===== config.mk =====
export PLATFORM = sky130hd
export DESIGN_NAME = mop_group_packer
export DESIGN_NICKNAME = d
export VERILOG_FILES = /design/src/rtl/mop_pack_pkg.sv /design/src/rtl/mop_lane_decode.sv /design/src/rtl/mop_pack_core.sv /design/src/rtl/mop_group_reg.sv /design/src/rtl/mop_group_packer.sv
export SDC_FILE = /design/constraint.sdc
export NUM_CORES = 1
export LEC_CHECK = 0
export ABC_AREA = 1
export ABC_CLOCK_PERIOD_IN_PS = 15100
export BUFFER_PORTS_ARGS = -buffer_cell sky130_fd_sc_hd__buf_2
export CORE_ASPECT_RATIO = 1.75
export CORE_MARGIN = 1
export CORE_UTILIZATION = 35
export DETAILED_ROUTE_END_ITERATION = 10
export PLACE_DENSITY_LB_ADDON = 0.3
export SYNTH_ARGS = -nofsm -noshare
export SYNTH_HDL_FRONTEND = slang
export SYNTH_SLANG_ARGS = --single-unit

===== constraint.sdc =====
create_clock -name clk -period 15.1 [get_ports clk]
set_clock_uncertainty 0.15 [all_clocks]
set_input_delay 3.02 -clock clk [delete_from_list [all_inputs] [get_ports clk]]
set_output_delay 3.02 -clock clk [all_outputs]
set_load 0.005 [all_outputs]

===== src/rtl/mop_pack_pkg.sv =====
package mop_pack_pkg;

  // Decode class of an incoming instruction
  typedef enum logic [1:0] {
    CLS_ONE = 2'd0,
    CLS_TWO = 2'd1,
    CLS_SEQ = 2'd2,
    CLS_RSV = 2'd3
  } mop_cls_e;

endpackage


===== src/rtl/mop_lane_decode.sv =====
module mop_lane_decode
  import mop_pack_pkg::*;
#(
  parameter int LANES = 3,
  parameter int CNT_W = 4
) (
  input  logic [2*LANES-1:0]     cls_flat,
  input  logic [CNT_W*LANES-1:0] cnt_flat,
  output mop_cls_e               kind [LANES],
  output logic [CNT_W-1:0]       mops [LANES]
);

  for (genvar g = 0; g < LANES; g++) begin : g_lane
    mop_cls_e raw;
    assign raw = mop_cls_e'(cls_flat[2*g +: 2]);
    // reserved code folds onto the one-MOP path
    assign kind[g] = (raw == CLS_TWO || raw == CLS_SEQ) ? raw : CLS_ONE;
    assign mops[g] = (raw == CLS_SEQ) ? cnt_flat[g*CNT_W +: CNT_W] :
                     (raw == CLS_TWO) ? CNT_W'(2) : CNT_W'(1);
  end

endmodule


===== src/rtl/mop_pack_core.sv =====
module mop_pack_core
  import mop_pack_pkg::*;
#(
  parameter int LANES = 3,
  parameter int SLOTS = 3,
  parameter int OP_W  = 8,
  parameter int CNT_W = 4,
  localparam int TAKE_W = $clog2(LANES+1)
) (
  input  logic [LANES-1:0]      lane_v,
  input  mop_cls_e              kind [LANES],
  input  logic [CNT_W-1:0]      mops [LANES],
  input  logic [OP_W*LANES-1:0] alu_flat,
  input  logic [OP_W*LANES-1:0] agu_flat,
  // carried-over instruction
  input  logic [CNT_W-1:0]      pend_left,
  input  logic [CNT_W-1:0]      pend_idx,
  input  logic [OP_W-1:0]       pend_alu,
  input  logic [OP_W-1:0]       pend_agu,
  input  logic                  pend_solo,
  // next group
  output logic [SLOTS-1:0]      slot_v,
  output logic [OP_W-1:0]       slot_alu [SLOTS],
  output logic [OP_W-1:0]       slot_agu [SLOTS],
  output logic [CNT_W-1:0]      slot_idx [SLOTS],
  output logic [TAKE_W-1:0]     take,
  // next carried-over state
  output logic [CNT_W-1:0]      nx_left,
  output logic [CNT_W-1:0]      nx_idx,
  output logic [OP_W-1:0]       nx_alu,
  output logic [OP_W-1:0]       nx_agu,
  output logic                  nx_solo
);

  always_comb begin
    int   p;
    int   c;
    logic stop;

    slot_v = '0;
    for (int s = 0; s < SLOTS; s++) begin
      slot_alu[s] = '0;
      slot_agu[s] = '0;
      slot_idx[s] = '0;
    end
    take    = '0;
    nx_left = pend_left;
    nx_idx  = pend_idx;
    nx_alu  = pend_alu;
    nx_agu  = pend_agu;
    nx_solo = pend_solo;
    p       = 0;
    stop    = 1'b0;

    // leftover MOPs of an earlier instruction come first
    if (pend_left != '0) begin
      c = (pend_left >= CNT_W'(SLOTS)) ? SLOTS : int'(pend_left);
      for (int s = 0; s < SLOTS; s++) begin
        if (s < c) begin
          slot_v[s]   = 1'b1;
          slot_alu[s] = pend_alu;
          slot_agu[s] = pend_agu;
          slot_idx[s] = pend_idx + CNT_W'(s);
        end
      end
      p       = c;
      nx_left = pend_left - CNT_W'(c);
      nx_idx  = pend_idx + CNT_W'(c);
      if (pend_solo || nx_left != '0) stop = 1'b1;
    end

    // then new lanes, strictly in order
    for (int i = 0; i < LANES; i++) begin
      c = 0;
      if (!stop && lane_v[i]) begin
        unique case (kind[i])
          CLS_TWO: begin
            if (p <= SLOTS-2) c = 2;
            else if (p < SLOTS) begin
              c       = 1;
              nx_left = CNT_W'(1);
              nx_idx  = CNT_W'(1);
              nx_alu  = alu_flat[i*OP_W +: OP_W];
              nx_agu  = agu_flat[i*OP_W +: OP_W];
              nx_solo = 1'b0;
              stop    = 1'b1;
            end else stop = 1'b1;
          end
          CLS_SEQ: begin
            if (p == 0) begin
              c       = (mops[i] >= CNT_W'(SLOTS)) ? SLOTS : int'(mops[i]);
              nx_left = mops[i] - CNT_W'(c);
              nx_idx  = CNT_W'(c);
              nx_alu  = alu_flat[i*OP_W +: OP_W];
              nx_agu  = agu_flat[i*OP_W +: OP_W];
              nx_solo = 1'b1;
            end
            stop = 1'b1;
          end
          default: begin
            if (p < SLOTS) c = 1;
            else stop = 1'b1;
          end
        endcase
      end
      if (c > 0) begin
        for (int s = 0; s < SLOTS; s++) begin
          if (s >= p && s < p + c) begin
            slot_v[s]   = 1'b1;
            slot_alu[s] = alu_flat[i*OP_W +: OP_W];
            slot_agu[s] = agu_flat[i*OP_W +: OP_W];
            slot_idx[s] = CNT_W'(s - p);
          end
        end
        p    = p + c;
        take = take + TAKE_W'(1);
      end
    end
  end

endmodule


===== src/rtl/mop_group_reg.sv =====
module mop_group_reg #(
  parameter int SLOTS = 3,
  parameter int OP_W  = 8,
  parameter int CNT_W = 4
) (
  input  logic                  clk,
  input  logic                  rst,
  input  logic                  adv,
  input  logic [SLOTS-1:0]      d_v,
  input  logic [OP_W-1:0]       d_alu [SLOTS],
  input  logic [OP_W-1:0]       d_agu [SLOTS],
  input  logic [CNT_W-1:0]      d_idx [SLOTS],
  input  logic [CNT_W-1:0]      d_left,
  input  logic [CNT_W-1:0]      d_pidx,
  input  logic [OP_W-1:0]       d_palu,
  input  logic [OP_W-1:0]       d_pagu,
  input  logic                  d_solo,
  output logic                  q_valid,
  output logic [SLOTS-1:0]      q_v,
  output logic [OP_W*SLOTS-1:0] q_alu_flat,
  output logic [OP_W*SLOTS-1:0] q_agu_flat,
  output logic [CNT_W*SLOTS-1:0] q_idx_flat,
  output logic [CNT_W-1:0]      q_left,
  output logic [CNT_W-1:0]      q_pidx,
  output logic [OP_W-1:0]       q_palu,
  output logic [OP_W-1:0]       q_pagu,
  output logic                  q_solo
);

  logic [OP_W-1:0]  r_alu [SLOTS];
  logic [OP_W-1:0]  r_agu [SLOTS];
  logic [CNT_W-1:0] r_idx [SLOTS];

  always_ff @(posedge clk) begin
    if (rst) begin
      q_valid <= 1'b0;
      q_v     <= '0;
      q_left  <= '0;
      q_pidx  <= '0;
      q_palu  <= '0;
      q_pagu  <= '0;
      q_solo  <= 1'b0;
      for (int s = 0; s < SLOTS; s++) begin
        r_alu[s] <= '0;
        r_agu[s] <= '0;
        r_idx[s] <= '0;
      end
    end else if (adv) begin
      q_valid <= |d_v;
      q_v     <= d_v;
      q_left  <= d_left;
      q_pidx  <= d_pidx;
      q_palu  <= d_palu;
      q_pagu  <= d_pagu;
      q_solo  <= d_solo;
      for (int s = 0; s < SLOTS; s++) begin
        r_alu[s] <= d_alu[s];
        r_agu[s] <= d_agu[s];
        r_idx[s] <= d_idx[s];
      end
    end
  end

  for (genvar s = 0; s < SLOTS; s++) begin : g_flat
    assign q_alu_flat[s*OP_W +: OP_W]   = r_alu[s];
    assign q_agu_flat[s*OP_W +: OP_W]   = r_agu[s];
    assign q_idx_flat[s*CNT_W +: CNT_W] = r_idx[s];
  end

endmodule


===== src/rtl/mop_group_packer.sv =====
module mop_group_packer
  import mop_pack_pkg::*;
#(
  parameter int LANES = 3,
  parameter int SLOTS = 3,
  parameter int OP_W  = 8,
  parameter int CNT_W = 4
) (
  input  logic                       clk,
  input  logic                       rst,
  input  logic [LANES-1:0]           in_valid,
  input  logic [2*LANES-1:0]         in_cls,
  input  logic [CNT_W*LANES-1:0]     in_cnt,
  input  logic [OP_W*LANES-1:0]      in_alu,
  input  logic [OP_W*LANES-1:0]      in_agu,
  output logic [$clog2(LANES+1)-1:0] in_take,
  output logic                       out_valid,
  input  logic                       out_ready,
  output logic [SLOTS-1:0]           out_slot_vld,
  output logic [OP_W*SLOTS-1:0]      out_alu,
  output logic [OP_W*SLOTS-1:0]      out_agu,
  output logic [CNT_W*SLOTS-1:0]     out_idx
);

  localparam int TAKE_W = $clog2(LANES+1);

  mop_cls_e         kind [LANES];
  logic [CNT_W-1:0] mops [LANES];

  logic [SLOTS-1:0] nx_v;
  logic [OP_W-1:0]  nx_alu [SLOTS];
  logic [OP_W-1:0]  nx_agu [SLOTS];
  logic [CNT_W-1:0] nx_idx [SLOTS];
  logic [TAKE_W-1:0] take_raw;

  logic [CNT_W-1:0] p_left, p_idx, n_left, n_idx;
  logic [OP_W-1:0]  p_alu, p_agu, n_alu, n_agu;
  logic             p_solo, n_solo;
  logic             adv;

  assign adv     = !out_valid || out_ready;
  assign in_take = (adv && !rst) ? take_raw : '0;

  mop_lane_decode #(.LANES(LANES), .CNT_W(CNT_W)) u_dec (
    .cls_flat (in_cls),
    .cnt_flat (in_cnt),
    .kind     (kind),
    .mops     (mops)
  );

  mop_pack_core #(.LANES(LANES), .SLOTS(SLOTS), .OP_W(OP_W), .CNT_W(CNT_W)) u_core (
    .lane_v    (in_valid),
    .kind      (kind),
    .mops      (mops),
    .alu_flat  (in_alu),
    .agu_flat  (in_agu),
    .pend_left (p_left),
    .pend_idx  (p_idx),
    .pend_alu  (p_alu),
    .pend_agu  (p_agu),
    .pend_solo (p_solo),
    .slot_v    (nx_v),
    .slot_alu  (nx_alu),
    .slot_agu  (nx_agu),
    .slot_idx  (nx_idx),
    .take      (take_raw),
    .nx_left   (n_left),
    .nx_idx    (n_idx),
    .nx_alu    (n_alu),
    .nx_agu    (n_agu),
    .nx_solo   (n_solo)
  );

  mop_group_reg #(.SLOTS(SLOTS), .OP_W(OP_W), .CNT_W(CNT_W)) u_reg (
    .clk        (clk),
    .rst        (rst),
    .adv        (adv),
    .d_v        (nx_v),
    .d_alu      (nx_alu),
    .d_agu      (nx_agu),
    .d_idx      (nx_idx),
    .d_left     (n_left),
    .d_pidx     (n_idx),
    .d_palu     (n_alu),
    .d_pagu     (n_agu),
    .d_solo     (n_solo),
    .q_valid    (out_valid),
    .q_v        (out_slot_vld),
    .q_alu_flat (out_alu),
    .q_agu_flat (out_agu),
    .q_idx_flat (out_idx),
    .q_left     (p_left),
    .q_pidx     (p_idx),
    .q_palu     (p_alu),
    .q_pagu     (p_agu),
    .q_solo     (p_solo)
  );

endmodule


==> results.toml, run 1 <==
[synthesis]
synth_edf_count = 60
synthTopCellsByCount = "175 x nand2_1, 141 x nor2_1, 135 x inv_1"
yosysWarnings = 0
yosysSeqAreaShare_pct = 30.55
synth_flop_cell = "edfxtp_1"
syn-cell-area_mm2 = 0.007799
synth_fa_ha_area_share_pct = 7.926
postSynth.asyncResetShare_pct = 0
synth_xor_area_share_pct = 2.246
synth_top_area_cell = "edfxtp_1"
syn_area_per_cell_um2 = 7.083
synth-simple-area-share_pct = 23.23
ys_types = 52
synth_seq_cells = 89
muxShareOfSynthArea_pct = 0.1283
synth_top_area_share_pct = 23.10
synth_compound_area_share_pct = 25.24
synth.area.top_cells = "edfxtp_1 23%, nand2_1 8.4%, dfxtp_1 7.4%"
synth_top_family_by_area = "compound AO/OA/AOI/OAI gates"
syn_inst = 1101
synth.most_common_cell = "nand2_1"

[route]
ant_nets = 0
post_drt_wl_per_cell_um = 17.19
first_iter_violations = 568
via_per_inst = 5.277
via_count = 7974
drc_errors = 0
first_pass_iters = 5
wl_um = 25970

[sta]
min_period_ns = 12.21
hold_viol_final = 0
setup_viol = 0
fin_crit_sh_pct = 80.85
tightest_slew_ns = 1.044
relSlewSlack_pct = 29.66
rsz0062_at_grt = "no"
final_max_slew_viol_count = 0
setup_tns_ns = 0
hold_ws_ns = 0.3027
max_freq_mhz = 81.91

[grt]
antenna_found_initial = 0
track_usage_pct = 23.10
grt_pass1_vias = 7761
grt_remaining_overflow = 0
grt_max_degree = 84
grt_pass1_wl_um = 40110

[placement]
place_area_mm2 = 0.008700
dp_hpwl_um = 19410
globalplace.congestion = 0.9244
io_buffers = 137

[cts]
cts_sinks = 89
cts_tree = "done"
clockBufferDepth = 2
post_cts_buffers = 0
cts_buffers = 9
hold_buffers = 0
cts_resized = 0
clk_pin_slew_worst_paths_ns = 0.06
h-tree-depth = 3
cts_root_buf = "clkbuf_16"
worst_skew_pair.late_latency_ns = 0.36

[critical_path]
critPathKind = "in -> out"
crit_top_cell = "inv_1"
critPathMaxStageDelay_ns = 0.55
cp.arrival_ns = 9.04
critPathLaunchType = "input pin"
path_max_fanout = 9
reg2reg_from = "u_reg.q_left[2]"
required_ns = 11.93
crit_start = "in_cls[0]"
cp_slowest_cell = "a21oi_1"
endpoint_kind = "output pin"

[floorplan]
num_io_pins = 138
row_count = 71
start_util_pct = 35.98
die-width_um = 114.8
coreArea_mm2 = 0.02168
die_h_um = 199.5
die-area_mm2 = 0.02291

[power]
combPwrFrac_pct = 44.4
p_switching_uw = 409.3
vdd_drop_max_mv = 0.05867
sequentialPowerShare_pct = 32.3
pwr-share-clk_pct = 23.3
total_power_mw = 1.011
swShare_pct = 40.50
internal_power_uw = 601.3
cellPowerDensity_mw_per_mm2 = 112.2
leakagePower_nw = 4.242

[flow_run]
drv_cap = 0

[cells_and_area]
finalInstanceArea_mm2 = 0.009007
drive_gt1_share_pct = 17.80
syn_to_final_growth_pct = 15.50
nNetsFinal = 1333
antenna-diode-count = 0
fill_cells = 2337

[hold_path]
hp-class = "reg -> reg"
hp-start = "u_reg.q_pagu[1]"

[status]
run_status = "finished clean"
-- through the flow --
stage | std cells | setup slack (ns) | util [%]
2_1_floorplan | 1108 | 3.934 | -
3_3_place_gp | 1495 | 3.096 | 40.14
3_5_place_dp | 1495 | 2.910 | 40.14
4_1_cts | 1511 | 2.880 | 41.56
5_1_grt | 1511 | 2.289 | 41.56
6_report | 1511 | 2.892 | 41.56
-- layer usage --
layer,vias up,share of wire [%],track usage [%]
li1,3981,-,-
met1,3645,36,22.88
met2,272,55,44.76
met3,76,4.5,2.457
met4,0,5.2,14.53
met5,-,0,0
-- power by group through the flow --
stage	combinational, mW	sequential [mW]	clock, mW
after floorplan	0.298	0.336	0
after global placement	0.441	0.332	0
after detailed placement	0.444	0.333	0
after CTS	0.446	0.328	0.237
after global routing	0.503	0.331	0.245
final	0.449	0.327	0.235
-- critical path, delay by kind of cell --
kind	cells	cell delay [ns]
compound gates	6	1.40
fa+ha+maj	6	2.01
buf+inv	9	1.13
simple gates	12	1.49
-- logic make-up after synthesis --
family	Yosys count
AOI/OAI and AO/OA	341
xor gates and xnor gates	20
adders and majority gates	47
buffers and inverters	202
DFF	89
muxes	1
other	1
and+or+nand+nor	400
-- layout make-up --
type	instances	area, um2	share of cell area, %
Sequential cell	89	2382	26.45
Clock inverter	4	50.05	0.5556
Timing Repair Buffer	145	745.7	8.279
Inverter	152	585.6	6.501
Multi-Input combinational cell	817	4621	51.30
Tap cell	292	365.4	4.056
Clock buffer	12	257.7	2.862
-- registers in the layout, summed over array words and instances, names as in the netlist --
name / flops
u_reg.q_pagu: 8
u_reg.q_valid: 1
u_reg.q_v: 3
u_reg.r_idx: 12
u_reg.q_pidx: 4
u_reg.q_left: 4
u_reg.r_agu: 24
u_reg.q_palu: 8
u_reg.r_alu: 24
u_reg.q_solo: 1
-- final timing paths --
check                 endpoint  slack [ns]  cells past startpoint
max                 in_take[1]        2.89                     33
min reg2reg    u_reg.q_pagu[1]        0.30                      2
max reg2reg  u_reg.r_agu[0][7]        5.68                     44
min            u_reg.q_pagu[1]        0.30                      2
-- cell usage in the layout (no fill, tap or decap), types with 13 or more instances in the layout --
cell,netlist,routed
a21oi_1,53,53
buf_2,6,137
dfxtp_1,29,29
edfxtp_1,60,60
ha_1,43,43
inv_1,135,135
inv_2,13,13
nand2_1,175,175
nand3_1,25,25
nor2_1,141,140
o211ai_1,22,22
o21ai_0,96,96
o21ai_1,90,90
o22ai_1,32,32
o32ai_1,19,19
xor2_1,13,13
Note: power is estimated with default switching activity, not from simulation.
==> inputs of run 2 (changes only) <==
ABC_AREA = 0   (was 1)
ABC_CLOCK_PERIOD_IN_PS = 10700   (was 15100)
clock period = 10.7 ns   (was 15.1 ns; I/O delays follow)
==> results.toml, run 2 <==
[sta]
relSlewSlack_pct = 20.75
hold_viol_final = 0
max_freq_mhz = 97.00
min_period_ns = 10.31
hold_ws_ns = 0.3491
setup_viol = 0
setup_tns_ns = 0
fin_crit_sh_pct = 96.35
fin_ws_ns = 0.3907
tightest_slew_ns = 1.186
rsz0062_at_grt = "no"
final_max_slew_viol_count = 0

[route]
drc_errors = 0
via_per_inst = 5.859
first_pass_iters = 7
wl_um = 28090
ant_nets = 0
via_count = 7681
first_iter_violations = 548
post_drt_wl_per_cell_um = 21.42

[power]
leakagePower_nw = 3.638
vdd_drop_max_mv = 0.09188
total_power_mw = 2.055
cellPowerDensity_mw_per_mm2 = 225.7

[critical_path]
cp.arrival_ns = 8.02
cp_slowest_cell = "fa_1"
crit_cells = 32
critPathLaunchType = "input pin"
required_ns = 8.41
critPathMaxStageDelay_ns = 0.51
cp_top_family = "adder cells"
crit_buf_inv = 6
worstRegToRegCells = 34
critPathKind = "in -> out"
path_max_fanout = 7
endpoint_kind = "output pin"
r2r_slack_ns = 1.70
crit_top_cell = "nor2_1"

[floorplan]
start_util_pct = 35.59
die_h_um = 197.6
row_count = 71
num_io_pins = 138
die-area_mm2 = 0.02248
coreArea_mm2 = 0.02150
die-width_um = 113.8

[grt]
grtUsageMet2_pct = 46.41
grt_remaining_overflow = 0
grt_pass1_wl_um = 42130
grt_max_degree = 41
grt_util_met3_pct = 2.056
busiest_layer = "met2"
track_usage_pct = 24.85
grt_pass1_vias = 7534
use_met1_pct = 25.23
antenna_found_initial = 1

[cells_and_area]
syn_to_final_growth_pct = 19.02
final_cell_mix = "137 x buf_2, 128 x nand2_1, 68 x o21ai_0"
fill_cells = 2266
layout_commonest_cell = "buf_2"
top_regs = "u_reg.r_agu x24, u_reg.r_alu x24, u_reg.r_idx x12"
finalInstanceArea_mm2 = 0.009106
nNetsFinal = 1132
drive_gt1_share_pct = 26.13

[placement]
globalplace.congestion = 1.011
dp_hpwl_um = 21420
place_area_mm2 = 0.008743
io_buffers = 137
place_ws_ns = 0.01605

[cts]
h-tree-depth = 3
cts_tree = "done"
clk_pin_slew_worst_paths_ns = 0.06
hold_buffers = 0
clockBufferDepth = 2
cts_buffers = 9
cts_sinks = 89
worst_skew_pair.late_latency_ns = 0.35
cts_root_buf = "clkbuf_16"

[synthesis]
synth-simple-area-share_pct = 15.99
syn_area_per_cell_um2 = 8.724
yosysSeqAreaShare_pct = 31.14
synth.most_common_cell = "nand2_1"
synth_seq_cells = 89
synth_top_area_share_pct = 23.55
synth_edf_count = 60
synth_top_area_cell = "edfxtp_1"
postSynth.asyncResetShare_pct = 0
synth_compound_area_share_pct = 29.30
synth.area.top_cells = "edfxtp_1 24%, dfxtp_1 7.6%, mux2i_1 7.2%"
synth_top_family_by_area = "compound AO/OA/AOI/OAI gates"
syn_inst = 877
muxShareOfSynthArea_pct = 8.226
syn-cell-area_mm2 = 0.007651
yosysWarnings = 0
synth_fa_ha_area_share_pct = 8.078
synthTopCellsByCount = "128 x nand2_1, 68 x o21ai_0, 60 x edfxtp_1, 60 x o22ai_1, 55 x mux2i_1"
synth_xor_area_share_pct = 2.061
synth_flop_cell = "edfxtp_1"
ys_types = 90

[hold_path]
hold_path_depth = 2
hp-class = "reg -> reg"

[flow_run]
drv_cap = 0

[status]
run_status = "finished clean"
[run 2: cell count changes after synthesis, moves of 47 or more]
cell	delta
mux2i_1	+54
nand2_1	-47
inv_1	-103
o21ai_1	-80
nor2_1	-97
[run 2: cell families (layout without fill, tap and decap cells)]
logic type | Yosys count | in the layout
muxes | 62 | 62
AOI/OAI and AO/OA | 313 | 313
and+or+nand+nor | 258 | 258
buffers and inverters | 89 | 223
adders and majority gates | 47 | 47
DFF | 89 | 89
xor gates and xnor gates | 18 | 18
other | 1 | 9
[run 2: routing by layer]
layer / wire [um] / vias up
li1: - / 3595
met1: 9758 / 3649
met2: 15090 / 342
met3: 1300 / 95
met4: 1944 / 0
met5: 0 / -
[run 2: layout make-up]
type,instances,area [um2],area share (%)
Clock inverter,7,47.55,0.5221
Sequential cell,89,2382,26.16
Tap cell,292,365.4,4.012
Clock buffer,9,225.2,2.473
Timing Repair Buffer,172,948.4,10.41
Antenna cell,1,2.502,0.02748
Multi-Input combinational cell,706,4999,54.89
Inverter,35,136.4,1.498
[run 2: worst paths after layout]
check	from	end
setup / recovery	in_cls[0]	in_take[1]
hold / removal	u_reg.q_pagu[2]	u_reg.q_pagu[2]
setup reg to reg	u_reg.q_left[1]	u_reg.r_idx[0][2]
hold reg to reg	u_reg.q_pagu[2]	u_reg.q_pagu[2]
[run 2: repair_timing]
action                     in CTS  in global routing
pin swaps                       0                  2
setup endpoints to repair       1                  2
setup buffers                   0                  3
gates resized for setup         1                 14
[run 2: per-stage QoR]
step | utilization (%) | instances
final | 42.36 | 1311
after detailed placement | 40.67 | 1291
after global placement | 40.67 | 1291
after floorplan | - | 884
after global routing | 42.36 | 1311
after CTS | 41.96 | 1307
[run 2: power by group]
group          internal, mW  switching (mW)  total, mW
Combinational         0.457           0.780       1.24
Sequential            0.472          0.0521      0.524
Clock                 0.157           0.138      0.295
Total                  1.09           0.970       2.06
[run 2: worst min-delay path, stage by stage, from the launching register on]
cell	delay [ns]
dfxtp_1	0.32
inv_1	0.07
o21ai_1	0.06
==> inputs of run 3 (changes only) <==
CORE_ASPECT_RATIO = not set   (was 1.75)
CORE_UTILIZATION = 51   (was 35)
PLACE_DENSITY = 0.82   (was not set)
PLACE_DENSITY_LB_ADDON = not set   (was 0.3)
==> results.toml, run 3 (same netlist as run 2, synthesis figures left out) <==
[sta]
fin_ws_ns = 0.3265
min_period_ns = 10.37
relSlewSlack_pct = 28.47
max_freq_mhz = 96.40
setup_viol = 0
tightest_slew_ns = 1.065
fin_crit_sh_pct = 96.95
hold_viol_final = 0
final_max_slew_viol_count = 0

[power]
pwr-share-clk_pct = 16.1
p_switching_uw = 939.0
internal_power_mw = 1.106
cellPowerDensity_mw_per_mm2 = 228.8
swShare_pct = 45.92
leakagePower_nw = 3.634
combPwrFrac_pct = 58.4
vdd_drop_max_mv = 0.09003
total_power_mw = 2.045
sequentialPowerShare_pct = 25.5

[floorplan]
coreArea_mm2 = 0.01459
start_util_pct = 52.44
num_io_pins = 138
row_count = 44
die-width_um = 124.5
die-area_mm2 = 0.01550
die_h_um = 124.5

[cts]
cts_root_buf = "clkbuf_16"
hold_buffers = 0
cts_buffers = 9
clk_pin_slew_worst_paths_ns = 0.06
worst_skew_pair.late_latency_ns = 0.35
h-tree-depth = 3
clockBufferDepth = 2
cts_sinks = 89
cts_tree = "done"

[cells_and_area]
drive_gt1_share_pct = 25.25
regArea_mm2 = 0.002382
top_regs = "u_reg.r_agu x24, u_reg.r_alu x24, u_reg.r_idx x12"
nNetsFinal = 1128
final_cell_count_no_fill = 1198
layout_commonest_cell = "buf_2"
final_cell_mix = "137 x buf_2, 128 x nand2_1, 68 x o21ai_0"
post-route-util_pct = 61.27
fill_cells = 1255
finalInstanceArea_mm2 = 0.008939
syn_to_final_growth_pct = 16.83
multi_input_area_mm2 = 0.004964
antenna-diode-count = 0

[critical_path]
worstRegToRegCells = 33
critPathKind = "in -> out"
crit_start = "in_cls[1]"
critPathLaunchType = "input pin"
cp_slowest_cell = "fa_1"
timing.rr.end = "u_reg.r_idx[0][1]"
critPathMaxStageDelay_ns = 0.56
r2r_slack_ns = 1.66
cp.arrival_ns = 8.08
endpoint_kind = "output pin"
crit_top_cell = "nor2_1"
required_ns = 8.41
path_max_fanout = 8
reg2reg_from = "u_reg.q_left[1]"

[route]
top_layer = "met4"
wl_um = 24760
via_count = 7893
ant_nets = 0
route.met2.wl_um = 11490
met3RoutedLength_um = 2642
post_drt_wl_per_cell_um = 20.67
via_per_inst = 6.588
drc_errors = 0
first_pass_iters = 6
first_iter_violations = 1192
wl_met1_um = 9750

[placement]
io_buffers = 137
dp_hpwl_um = 17700
place_area_mm2 = 0.008556
placed_cells = 1178
place_ws_ns = 0.05204
globalplace.congestion = 0.9529

[grt]
grt_remaining_overflow = 0
track_usage_pct = 31.44
grt_pass1_vias = 7374
antenna_found_initial = 0
grt_max_degree = 43
grt_pass1_wl_um = 38810

[status]
run_status = "finished clean"

[flow_run]
drv_cap = 0

[hold_path]
hold_path_depth = 2
hp-start = "u_reg.q_pagu[1]"
hp-class = "reg -> reg"
hold_end = "u_reg.q_pagu[1]"
[run 3: cell count changes in the layout (fill, tap and decap cells not counted), sizes merged]
cell      before  now
clkbuf         9   12
bufinv         0    1
clkinv         5    2
diode          1    0
clkinvlp       2    1
buf          172  168
[run 3: critical path: cells and delay by family]
| kind | cells | cell delay, ns |
|---|---|---|
| simple gates | 11 | 1.34 |
| buf+inv | 7 | 0.88 |
| mux | 1 | 0.12 |
| fa+ha+maj | 7 | 2.30 |
| compound gates | 7 | 1.31 |
[run 3: timing repair]
item                                    4_1_cts  5_1_grt
buffers inserted                              0        4
resized for setup                             0       11
endpoints found under the setup margin        0        2
[run 3: final cells by class]
class,instances,share of cell area (%)
clock inverter,4,0.5739
sequential,89,26.65
timing repair buffer,168,10.27
inverter,35,1.526
multi-input combinational,706,55.53
clock buffer,12,2.870
tap,184,2.576
[run 3: worst max-delay path by stage]
stage	to	slack, ns
global route	in_take[1]	-0.0002
detailed placement	in_take[1]	0.05
finish	in_take[1]	0.33
CTS	in_take[1]	0.006
global placement	in_take[1]	0.27
floorplan	in_take[1]	0.18
[run 3: metrics by stage]
step	TNS [ns]	hold slack, ns
3_3_place_gp	0	0.3353
3_5_place_dp	0	0.3452
4_1_cts	0	0.3601
5_1_grt	-0.0002069	0.3862
2_1_floorplan	0	0.3178
6_report	0	0.3620
[run 3: power groups by stage]
| stage | clock network [mW] | logic [mW] | registers (mW) |
|---|---|---|---|
| finish | 0.329 | 1.19 | 0.522 |
| global route | 0.343 | 1.28 | 0.530 |
| CTS | 0.327 | 1.14 | 0.521 |
| detailed placement | 0 | 1.13 | 0.527 |
| global placement | 0 | 1.12 | 0.525 |
| floorplan | 0 | 0.773 | 0.524 |
[run 3: per-layer routing]
metal | GRT usage (%) | up-vias
li1 | - | 3594
met1 | 41.07 | 3658
met2 | 50.37 | 557
met3 | 5.885 | 84
met4 | 14.17 | 0
met5 | 0 | -
